## config.mk

```make
export PLATFORM = sky130hd
export DESIGN_NAME = ptw_walker
export DESIGN_NICKNAME = d
export VERILOG_FILES = /design/src/rtl/ptw_pkg.sv /design/src/rtl/ptw_entry_decode.sv /design/src/rtl/ptw_fetch_addr.sv /design/src/rtl/ptw_walker.sv
export SDC_FILE = /design/constraint.sdc
export NUM_CORES = 1
export LEC_CHECK = 0
export BUFFER_PORTS_ARGS = -buffer_cell sky130_fd_sc_hd__buf_2
export CORE_MARGIN = 2
export CORE_UTILIZATION = 44
export CTS_CLUSTER_DIAMETER = 120
export DETAILED_ROUTE_END_ITERATION = 10
export GPL_ROUTABILITY_DRIVEN = 0
export MAX_ROUTING_LAYER = met4
export PLACE_DENSITY = 0.79
export SYNTH_ARGS = -nofsm -noshare
export SYNTH_HDL_FRONTEND = slang
export SYNTH_SLANG_ARGS = --single-unit
export TNS_END_PERCENT = 5
```

## constraint.sdc

```tcl
create_clock -name clk -period 2 [get_ports clk]
set_clock_uncertainty 0.15 [all_clocks]
set_input_delay 0.6 -clock clk [delete_from_list [all_inputs] [get_ports clk]]
set_output_delay 0.6 -clock clk [all_outputs]
set_load 0.01 [all_outputs]
```

## src/rtl/ptw_pkg.sv

```systemverilog
package ptw_pkg;
  localparam int ENTRY_W    = 32;
  localparam int PAGE_SHIFT = 12;
  localparam int IDX_W      = 10;
  localparam int BIT_RD     = 31;
  localparam int BIT_WR     = 30;
  localparam int BIT_NS     = 29;
  localparam int BIT_NEXT   = 28;

  typedef enum logic [2:0] {
    ST_IDLE,
    ST_DIR_REQ,
    ST_DIR_WAIT,
    ST_TBL_REQ,
    ST_TBL_WAIT,
    ST_RESP
  } walk_state_e;
endpackage

```

## src/rtl/ptw_entry_decode.sv

```systemverilog
module ptw_entry_decode
  import ptw_pkg::*;
#(
  parameter int PA_W = 34
) (
  input  logic [ENTRY_W-1:0]       entry_i,
  output logic [PA_W-PAGE_SHIFT-1:0] frame_o,
  output logic                     rd_o,
  output logic                     wr_o,
  output logic                     ns_o,
  output logic                     next_o,
  output logic                     empty_o
);
  localparam int FRAME_W = PA_W - PAGE_SHIFT;

  generate
    if (FRAME_W > BIT_NEXT) begin : g_bad
      initial $error("frame field overlaps entry flags");
      assign frame_o = entry_i[FRAME_W-1:0];
    end else begin : g_frame
      assign frame_o = entry_i[FRAME_W-1:0];
    end
  endgenerate

  assign rd_o    = entry_i[BIT_RD];
  assign wr_o    = entry_i[BIT_WR];
  assign ns_o    = entry_i[BIT_NS];
  assign next_o  = entry_i[BIT_NEXT];
  assign empty_o = (entry_i == '0);
endmodule

```

## src/rtl/ptw_fetch_addr.sv

```systemverilog
module ptw_fetch_addr
  import ptw_pkg::*;
#(
  parameter int PA_W = 34
) (
  input  logic [PA_W-PAGE_SHIFT-1:0] frame_i,
  input  logic [IDX_W-1:0]           idx_i,
  output logic [PA_W-1:0]            addr_o
);
  // Page-aligned base plus index times four: the low 12 bits of the base are zero.
  assign addr_o = {frame_i, idx_i, 2'b00};
endmodule

```

## src/rtl/ptw_walker.sv

```systemverilog
module ptw_walker
  import ptw_pkg::*;
#(
  parameter int PA_W    = 34,
  localparam int FRAME_W = PA_W - PAGE_SHIFT
) (
  input  logic               clk,
  input  logic               rst,
  input  logic               req_valid_i,
  output logic               req_ready_o,
  input  logic [31:0]        req_va_i,
  input  logic [31:0]        req_base_i,
  output logic               mem_req_valid_o,
  input  logic               mem_req_ready_i,
  output logic [PA_W-1:0]    mem_req_addr_o,
  input  logic               mem_rsp_valid_i,
  input  logic [31:0]        mem_rsp_data_i,
  output logic               rsp_valid_o,
  output logic               rsp_fault_o,
  output logic               rsp_level_o,
  output logic [FRAME_W-1:0] rsp_pfn_o,
  output logic               rsp_read_o,
  output logic               rsp_write_o,
  output logic               rsp_nonsec_o
);
  walk_state_e        state_q;
  logic [IDX_W-1:0]   tbl_idx_q;
  logic [PA_W-1:0]    addr_q;
  logic               rd_acc_q, wr_acc_q;
  logic               rsp_valid_q, rsp_fault_q, rsp_level_q;
  logic [FRAME_W-1:0] rsp_pfn_q;
  logic               rsp_rd_q, rsp_wr_q, rsp_ns_q;

  logic [FRAME_W-1:0] base_frame, ent_frame;
  logic               base_rd, base_wr, base_ns, base_next, base_empty;
  logic               ent_rd, ent_wr, ent_ns, ent_next, ent_empty;
  logic [PA_W-1:0]    dir_addr, tbl_addr;

  ptw_entry_decode #(.PA_W(PA_W)) u_base_dec (
    .entry_i (req_base_i),
    .frame_o (base_frame),
    .rd_o    (base_rd),
    .wr_o    (base_wr),
    .ns_o    (base_ns),
    .next_o  (base_next),
    .empty_o (base_empty)
  );

  ptw_entry_decode #(.PA_W(PA_W)) u_ent_dec (
    .entry_i (mem_rsp_data_i),
    .frame_o (ent_frame),
    .rd_o    (ent_rd),
    .wr_o    (ent_wr),
    .ns_o    (ent_ns),
    .next_o  (ent_next),
    .empty_o (ent_empty)
  );

  ptw_fetch_addr #(.PA_W(PA_W)) u_dir_addr (
    .frame_i (base_frame),
    .idx_i   (req_va_i[31:22]),
    .addr_o  (dir_addr)
  );

  ptw_fetch_addr #(.PA_W(PA_W)) u_tbl_addr (
    .frame_i (ent_frame),
    .idx_i   (tbl_idx_q),
    .addr_o  (tbl_addr)
  );

  always_ff @(posedge clk) begin
    if (rst) begin
      state_q     <= ST_IDLE;
      tbl_idx_q   <= '0;
      addr_q      <= '0;
      rd_acc_q    <= 1'b0;
      wr_acc_q    <= 1'b0;
      rsp_valid_q <= 1'b0;
      rsp_fault_q <= 1'b0;
      rsp_level_q <= 1'b0;
      rsp_pfn_q   <= '0;
      rsp_rd_q    <= 1'b0;
      rsp_wr_q    <= 1'b0;
      rsp_ns_q    <= 1'b0;
    end else begin
      case (state_q)
        ST_IDLE: begin
          if (req_valid_i) begin
            tbl_idx_q <= req_va_i[21:12];
            addr_q    <= dir_addr;
            rd_acc_q  <= base_rd;
            wr_acc_q  <= base_wr;
            state_q   <= ST_DIR_REQ;
          end
        end
        ST_DIR_REQ: begin
          if (mem_req_ready_i) state_q <= ST_DIR_WAIT;
        end
        ST_DIR_WAIT: begin
          if (mem_rsp_valid_i) begin
            if (ent_empty || !ent_next) begin
              rsp_valid_q <= 1'b1;
              rsp_fault_q <= 1'b1;
              rsp_level_q <= 1'b0;
              rsp_pfn_q   <= '0;
              rsp_rd_q    <= 1'b0;
              rsp_wr_q    <= 1'b0;
              rsp_ns_q    <= 1'b0;
              state_q     <= ST_RESP;
            end else begin
              addr_q   <= tbl_addr;
              rd_acc_q <= rd_acc_q & ent_rd;
              wr_acc_q <= wr_acc_q & ent_wr;
              state_q  <= ST_TBL_REQ;
            end
          end
        end
        ST_TBL_REQ: begin
          if (mem_req_ready_i) state_q <= ST_TBL_WAIT;
        end
        ST_TBL_WAIT: begin
          if (mem_rsp_valid_i) begin
            rsp_valid_q <= 1'b1;
            state_q     <= ST_RESP;
            if (ent_empty) begin
              rsp_fault_q <= 1'b1;
              rsp_level_q <= 1'b1;
              rsp_pfn_q   <= '0;
              rsp_rd_q    <= 1'b0;
              rsp_wr_q    <= 1'b0;
              rsp_ns_q    <= 1'b0;
            end else begin
              rsp_fault_q <= 1'b0;
              rsp_level_q <= 1'b0;
              rsp_pfn_q   <= ent_frame;
              rsp_rd_q    <= rd_acc_q & ent_rd;
              rsp_wr_q    <= wr_acc_q & ent_wr;
              rsp_ns_q    <= ent_ns;
            end
          end
        end
        ST_RESP: begin
          rsp_valid_q <= 1'b0;
          state_q     <= ST_IDLE;
        end
        default: state_q <= ST_IDLE;
      endcase
    end
  end

  assign req_ready_o     = (state_q == ST_IDLE);
  assign mem_req_valid_o = (state_q == ST_DIR_REQ) || (state_q == ST_TBL_REQ);
  assign mem_req_addr_o  = addr_q;
  assign rsp_valid_o     = rsp_valid_q;
  assign rsp_fault_o     = rsp_fault_q;
  assign rsp_level_o     = rsp_level_q;
  assign rsp_pfn_o       = rsp_pfn_q;
  assign rsp_read_o      = rsp_rd_q;
  assign rsp_write_o     = rsp_wr_q;
  assign rsp_nonsec_o    = rsp_ns_q;
endmodule

```

# --- After elaboration in Yosys (flattened, before gate mapping) ---
# Cells that the tools add are included.
op_classes:
  eq_ne: 12
  muxes: 43
  bitwise: 2
  n_reduce_logical: 13
op_table:
  columns: ["cell", "count"]
  rows:
  - ["34-bit two-way mux", 3]
  - ["22-bit two-way mux", 4]
  - ["34-bit one-hot mux with 2 select lines", 1]
  - ["22-bit one-hot mux with 2 select lines", 1]
  - ["32-bit logical NOT", 1]
  - ["1-bit two-way mux", 19]
  - ["3-bit two-way mux", 6]
  - ["3-bit one-hot mux with 5 select lines", 1]
  - ["2-bit inequality test (second input constant)", 7]
  - ["1-bit one-hot mux with 2 select lines", 7]
  - ["4-bit AND reduction", 3]
  - ["3-bit by 2-bit == test with 1-bit output (second input constant)", 2]
  - ["3-bit == test (second input constant)", 2]
  - ["5-bit AND reduction", 1]
  - ["2-bit nonzero test", 2]
  - ["3-bit by 1-bit == test with 1-bit output (second input constant)", 1]
  - ["3-bit logical NOT", 1]
  - ["1-bit one-hot mux with 3 select lines", 1]
  - ["3-bit nonzero test", 1]
  - ["1-bit AND", 2]
  - ["1-bit logical OR", 2]
  - ["2-bit AND reduction", 1]
  - ["1-bit logical NOT", 1]
totals:
  ff_bits: 77
  inputBits: 101
  output_inout_bits: 64
  elab_cells: 82

# --- Longest topological paths before layout ---
logic_depth:
  ltp_word: 5
  depth_mapped: 6
  depth_no_buf: 4

# --- Cells and area by module ---
# Synthesis repeated with hierarchy kept, for this count alone.
unflattened:
  cells_unflattened: 486
  hier_area_um2: 4115.2
modules_own_cells:
  columns: ["module", "instances", "cells_per_inst", "area_each_um2", "seq_area_each_um2"]
  rows:
  - ["ptw_walker", 1, 342, 3061.7, 1541.5]
  - ["ptw_entry_decode", 2, 37, 267.8, 0.0]
  - ["ptw_fetch_addr", 2, 35, 259.0, 0.0]

# --- Least setup slack after synthesis ---
# OpenSTA, ideal clock, no wires.
synth_path:
  path_type: "input to register"
  from: "input mem_rsp_data_i[28]"
  to: "register rsp_level_q (netlist: rsp_level_o)"
  setup_time_ns: 0.117
  arrival_ns: 1.579
  t_required_ns: 1.733
  setup_slack_ns: 0.154
  path_stages: 5
  n_path_buf: 1
  path_cell_list: "or3b_1 -> a21oi_2 -> nor2_2 -> buf_6 -> a22o_1"
synth_between:
  elab_chain_len: 4
  elab_cells_between_ends: 8
  classes_between: "1 x eq/ne; 3 x mux; 4 x reduce/logical"
synth_lines:
  columns: ["element", "line", "rtl"]
  rows:
  - ["start: declaration", "ptw_walker.sv:17", "input logic [31:0] mem_rsp_data_i,"]
  - ["32-bit logical NOT or 1-bit logical NOT (tied branches)", "ptw_entry_decode.sv:29, ptw_walker.sv:101", null]
  - ["1-bit two-way mux or 1-bit logical OR (tied branches)", "ptw_walker.sv:125, ptw_walker.sv:101", null]
  - ["1-bit two-way mux or 2-bit inequality test (tied branches)", null, null]
  - ["1-bit one-hot mux with 2 select lines or 4-bit AND reduction (tied branches)", null, null]
  - ["end signal: assignment", "ptw_walker.sv:80", "rsp_level_q <= 1'b0;"]
  - ["end signal: assignment", "ptw_walker.sv:127", "rsp_level_q <= 1'b1;"]
  - ["end signal: assignment", "ptw_walker.sv:134", "rsp_level_q <= 1'b0;"]
  - ["end: declaration", "ptw_walker.sv:30", "logic rsp_valid_q, rsp_fault_q, rsp_level_q;"]
# Parallel ways exist; a longest one is shown, timed or not. The select of a mux whose other input is x is not followed.
# A chain may end at the register's enable or synchronous reset.

# --- Final worst setup path ---
layout_path:
  from: "register state_q[1]"
  to: "output req_ready_o"
layout_between:
  elab_chain_len: 1
layout_lines:
  columns: ["element", "line", "rtl"]
  rows:
  - ["start: declaration", "ptw_walker.sv:26", "walk_state_e state_q;"]
  - ["start signal: assignment", "ptw_walker.sv:73", "state_q <= ST_IDLE;"]
  - ["start signal: assignment", "ptw_walker.sv:93", "state_q <= ST_DIR_REQ;"]
  - ["start signal: assignment", "ptw_walker.sv:97", "if (mem_req_ready_i) state_q <= ST_DIR_WAIT;"]
  - ["3-bit logical NOT", "ptw_walker.sv:151", "assign req_ready_o = (state_q == ST_IDLE);"]
  - ["end: declaration", "ptw_walker.sv:10", "output logic req_ready_o,"]
# Every way passes these cells.

==> report_table.html <==
<table>
<tr><th>Metric</th><th>Value</th></tr>
<tr><th colspan="2">Synth</th></tr>
<tr><td>Seq/Total Area, Yosys</td><td>0.496</td></tr>
<tr><td>Async set-reset flop share out of synthesis</td><td>0</td></tr>
<tr><td>Yosys warnings</td><td>0</td></tr>
<tr><td>Netlist area before placement</td><td>0.00302 sq mm</td></tr>
<tr><td>Synthesized area per cell</td><td>9.85 sq um</td></tr>
<tr><td>Yosys reg bits</td><td>75</td></tr>
<tr><td>Mapped Cells</td><td>307</td></tr>
<tr><td>Top flip-flop cell by instance count after synthesis</td><td>dfxtp_1</td></tr>
<tr><td>Number of enable flip-flop cells after synthesis</td><td>0</td></tr>
<tr><td>Synth cell types</td><td>30</td></tr>
<tr><th colspan="2">Floorplanning</th></tr>
<tr><td>Number of rows in the core area</td><td>30</td></tr>
<tr><td>Core area</td><td>0.00672 sq mm</td></tr>
<tr><td>Width of the die</td><td>approximately 87 microns</td></tr>
<tr><td>Overall die area</td><td>between 0.007 and 0.008 sq mm</td></tr>
<tr><td>Number of primary I/O pins</td><td>165</td></tr>
<tr><td>Effective utilization at floorplan</td><td>0.450</td></tr>
<tr><td>Die outline height</td><td>86.9 microns</td></tr>
<tr><th colspan="2">Worst setup path</th></tr>
<tr><td>Reg2reg path depth</td><td>6</td></tr>
<tr><td>Class of the most critical setup path</td><td>reg2out</td></tr>
<tr><td>Arrival time reported for the critical path endpoint</td><td>1180 ps</td></tr>
<tr><td>Crit end category</td><td>primary output</td></tr>
<tr><td>Worst setup slack for register-to-register paths</td><td>160 ps</td></tr>
<tr><td>Critical R2R Capture</td><td>mem_req_addr_o[28]$_SDFFE_PP0P_</td></tr>
<tr><td>Endpoint required time on the critical path</td><td>1250 ps</td></tr>
<tr><td>Critical Path Start</td><td>state_q[1]$_SDFFE_PP0P_</td></tr>
<tr><td>Kind of start point of the critical path</td><td>flip-flop</td></tr>
<tr><td>CP max FO</td><td>7</td></tr>
<tr><td>Critical path capture point</td><td>req_ready_o</td></tr>
<tr><td>Launching point of the worst reg2reg path</td><td>state_q[1]$_SDFFE_PP0P_</td></tr>
<tr><th colspan="2">Clock network</th></tr>
<tr><td>Count of H-tree levels built during CTS</td><td>3</td></tr>
<tr><td>Library cell used as clock root buffer</td><td>clkbuf_8</td></tr>
<tr><td>Worst-Skew Late Latency</td><td>around 340 ps</td></tr>
<tr><td>Max clock buf depth</td><td>2</td></tr>
<tr><td>Clock buffer count from CTS</td><td>9</td></tr>
<tr><td>TritonCTS sink count</td><td>between 70 and 80</td></tr>
<tr><td>TritonCTS clock tree</td><td>yes</td></tr>
<tr><td>Post-CTS clock slew at the launch and capture registers of the worst setup and hold paths</td><td>70 ps</td></tr>
<tr><td>Number of buffers added to fix hold violations after cts</td><td>0</td></tr>
<tr><th colspan="2">Worst hold path</th></tr>
<tr><td>Type of the most critical hold path</td><td>reg2reg</td></tr>
<tr><th colspan="2">GRT</th></tr>
<tr><td>First-pass GRT wire length</td><td>approximately 13 mm</td></tr>
<tr><td>Total congestion overflow</td><td>0</td></tr>
<tr><td>Vias in the first global route</td><td>around 2600</td></tr>
<tr><td>All-Layer GR Usage</td><td>0.216</td></tr>
<tr><td>Number of antenna violations at the first check in global routing</td><td>0</td></tr>
<tr><td>Pin count of the biggest net entering global routing</td><td>35</td></tr>
<tr><th colspan="2">Power and ir drop</th></tr>
<tr><td>Power Internal</td><td>between 2 and 2.5 mW</td></tr>
<tr><td>Tot Pwr</td><td>3.39 mW</td></tr>
<tr><td>Sequential fraction of design power</td><td>0.484</td></tr>
<tr><td>Ratio of total power to cell area</td><td>between 800 and 900 mW/mm^2</td></tr>
<tr><td>Reported net switching power</td><td>0.919 mW</td></tr>
<tr><td>Switching power share of the total</td><td>0.271</td></tr>
<tr><td>Worst vdd rail ir drop</td><td>approximately 360 uV</td></tr>
<tr><td>Standby leakage power</td><td>between 1.5 and 2 nW</td></tr>
<tr><td>Share of total power in the clock network</td><td>0.343</td></tr>
<tr><td>Gate power share</td><td>0.173</td></tr>
<tr><th colspan="2">Detailed routing</th></tr>
<tr><td>Vias post-DR</td><td>2853</td></tr>
<tr><td>Remaining design rule violation count</td><td>0</td></tr>
<tr><td>Vias per cell</td><td>5.31</td></tr>
<tr><td>Number of iterations in the first detailed-routing pass</td><td>4</td></tr>
<tr><td>Count of routing violations after the opening detailed-route iteration</td><td>just over 100</td></tr>
<tr><td>Final wirelength</td><td>about 7.8 mm</td></tr>
<tr><td>Routed length per placed instance</td><td>about 14 microns</td></tr>
<tr><td>Antenna viol nets, final</td><td>0</td></tr>
<tr><th colspan="2">STA</th></tr>
<tr><td>Worst slew margin</td><td>0.587</td></tr>
<tr><td>Period utilization</td><td>0.963</td></tr>
<tr><td>Final Hold Vio Count</td><td>0</td></tr>
<tr><td>Achievable frequency</td><td>about 520 MHz</td></tr>
<tr><td>Actual slew at the worst max-slew pin</td><td>618 ps</td></tr>
<tr><td>Setup Viol. Count Final</td><td>0</td></tr>
<tr><td>Total count of max-transition violations in the final report</td><td>0</td></tr>
<tr><td>Final min period</td><td>approximately 1900 ps</td></tr>
<tr><td>RSZ-0062 raised after global routing</td><td>false</td></tr>
<tr><th colspan="2">Cells and area</th></tr>
<tr><td>Inserted Diodes</td><td>0</td></tr>
<tr><td>Highest-count cells in the layout ignoring fill and taps</td><td>buf_2 (142), dfxtp_1 (74), nor2_1 (36)</td></tr>
<tr><td>Area of combinational cells with multiple inputs</td><td>0.00141 sq mm</td></tr>
<tr><td>Final #Nets</td><td>553</td></tr>
<tr><td>Most frequent standard cell in the layout excluding fill and tap cells</td><td>buf_2</td></tr>
<tr><td>Layout cell share with drive strength beyond 1</td><td>0.414</td></tr>
<tr><td># fillers</td><td>605</td></tr>
<tr><td>Non-filler cells, final</td><td>537</td></tr>
<tr><td>Layout-stage area growth over the synthesis result</td><td>35.3%</td></tr>
<tr><td>Footprint of the flip-flops and latches</td><td>0.00150 sq mm</td></tr>
<tr><th colspan="2">Place</th></tr>
<tr><td>Cell total after placement</td><td>521</td></tr>
<tr><td>HPWL after detailed placement</td><td>5.81 mm</td></tr>
<tr><td>Number of input and output port buffers inserted</td><td>~140</td></tr>
<tr><th colspan="2">Status</th></tr>
<tr><td>Result of the run</td><td>complete, no violations</td></tr>
<tr><th colspan="2">Flow run</th></tr>
<tr><td>Count of maximum capacitance violations</td><td>0</td></tr>
</table>
repair_timing:
item,in CTS,in global routing
endpoints found under the setup margin,0,44
setup buffers,0,0
gates resized for setup,0,5
how the worst min path moves through the flow:
| stage | start | end | depth (start not counted) |
|---|---|---|---|
| after CTS | tbl_idx_q[8]$_SDFFE_PP0P_ | tbl_idx_q[8]$_SDFFE_PP0P_ | 2 |
| after global placement | tbl_idx_q[8]$_SDFFE_PP0P_ | tbl_idx_q[8]$_SDFFE_PP0P_ | 2 |
| after floorplan | tbl_idx_q[0]$_SDFFE_PP0P_ | tbl_idx_q[0]$_SDFFE_PP0P_ | 2 |
| after detailed placement | rsp_write_o$_SDFFE_PP0P_ | rsp_write_o$_SDFFE_PP0P_ | 1 |
| after global routing | req_va_i[14] | tbl_idx_q[2]$_SDFFE_PP0P_ | 3 |
| final | tbl_idx_q[8]$_SDFFE_PP0P_ | tbl_idx_q[8]$_SDFFE_PP0P_ | 2 |
per-stage QoR:
stage / util / TNS (ps) / worst slack, ps / hold slack (ps) / area (sq um)
finish: 0.609 / 0 / 74.6 / 305 / 4090
global placement: 0.575 / -3100 / -124 / 292 / 3870
floorplan: - / 0 / 154 / 286 / 3030
global route: 0.609 / 0 / 12.4 / 326 / 4090
CTS: 0.606 / 0 / 1.51 / 310 / 4070
detailed placement: 0.575 / -3980 / -161 / 299 / 3870
Yosys cell counts, types with 2 or more instances:
| cell | n | area share |
|---|---|---|
| dfxtp_1 | 75 | 0.50 |
| nor2_1 | 36 | 0.045 |
| mux2i_1 | 35 | 0.12 |
| a211oi_1 | 32 | 0.079 |
| nand2_1 | 27 | 0.034 |
| a22o_1 | 24 | 0.070 |
| a21oi_1 | 13 | 0.022 |
| buf_2 | 10 | 0.017 |
| nor4_1 | 9 | 0.019 |
| clkbuf_1 | 8 | 0.0099 |
| buf_4 | 6 | 0.015 |
| nand2b_1 | 3 | 0.0062 |
| nand3b_1 | 3 | 0.0074 |
| a21bo_2 | 2 | 0.0066 |
| a32o_1 | 2 | 0.0066 |
| buf_6 | 2 | 0.0074 |
| nand3_1 | 2 | 0.0033 |
| nand4_1 | 2 | 0.0041 |
| nor2_2 | 2 | 0.0041 |
| nor3b_1 | 2 | 0.0050 |
| o21ai_0 | 2 | 0.0033 |
| o221a_2 | 2 | 0.0074 |
power by group through the flow:
stage / logic, mW / registers, mW / clock network, mW
after floorplan: 0.294 / 1.71 / 0
after global placement: 0.568 / 1.67 / 0
after detailed placement: 0.581 / 1.68 / 0
after CTS: 0.584 / 1.64 / 1.18
after global routing: 0.654 / 1.65 / 1.24
final: 0.585 / 1.64 / 1.16
registers in the layout (all words and copies together) (netlist names):
signal	cells
mem_req_addr_o	32
rsp_pfn_o	22
tbl_idx_q	10
state_q	3
rd_acc_q	1
rsp_fault_o	1
rsp_level_o	1
rsp_nonsec_o	1
rsp_read_o	1
rsp_valid_o	1
rsp_write_o	1
wr_acc_q	1
cells by family (layout without fill, tap and decap cells):
group | after synthesis | after routing | synth area share
simple gates | 89 | 89 | 0.134
compound gates | 79 | 79 | 0.201
flops | 75 | 75 | 0.496
mux | 35 | 35 | 0.116
buf+inv | 28 | 177 | 0.0513
other cells | 1 | 2 | 0.00124
critical path, stage by stage (launching register included):
cell     delay [ps]
dfxtp_2         360
buf_4           160
nor3_1          170
buf_2           150
metal layers:
layer,GRT usage,part of all wire,vias to the layer above
li1,-,-,1419
met1,0.266,0.43,1327
met2,0.353,0.50,95
met3,0.0322,0.049,12
met4,0.0895,0.018,0
met5,-,0,-
layout make-up:
type / instances / share of cell area
Sequential cell: 75 / 0.367
Tap cell: 80 / 0.0245
Inverter: 1 / 0.000918
Timing Repair Buffer: 160 / 0.213
Clock buffer: 10 / 0.0336
Clock inverter: 6 / 0.0159
Multi-Input combinational cell: 205 / 0.345
Note: power is estimated with default switching activity, not from simulation.
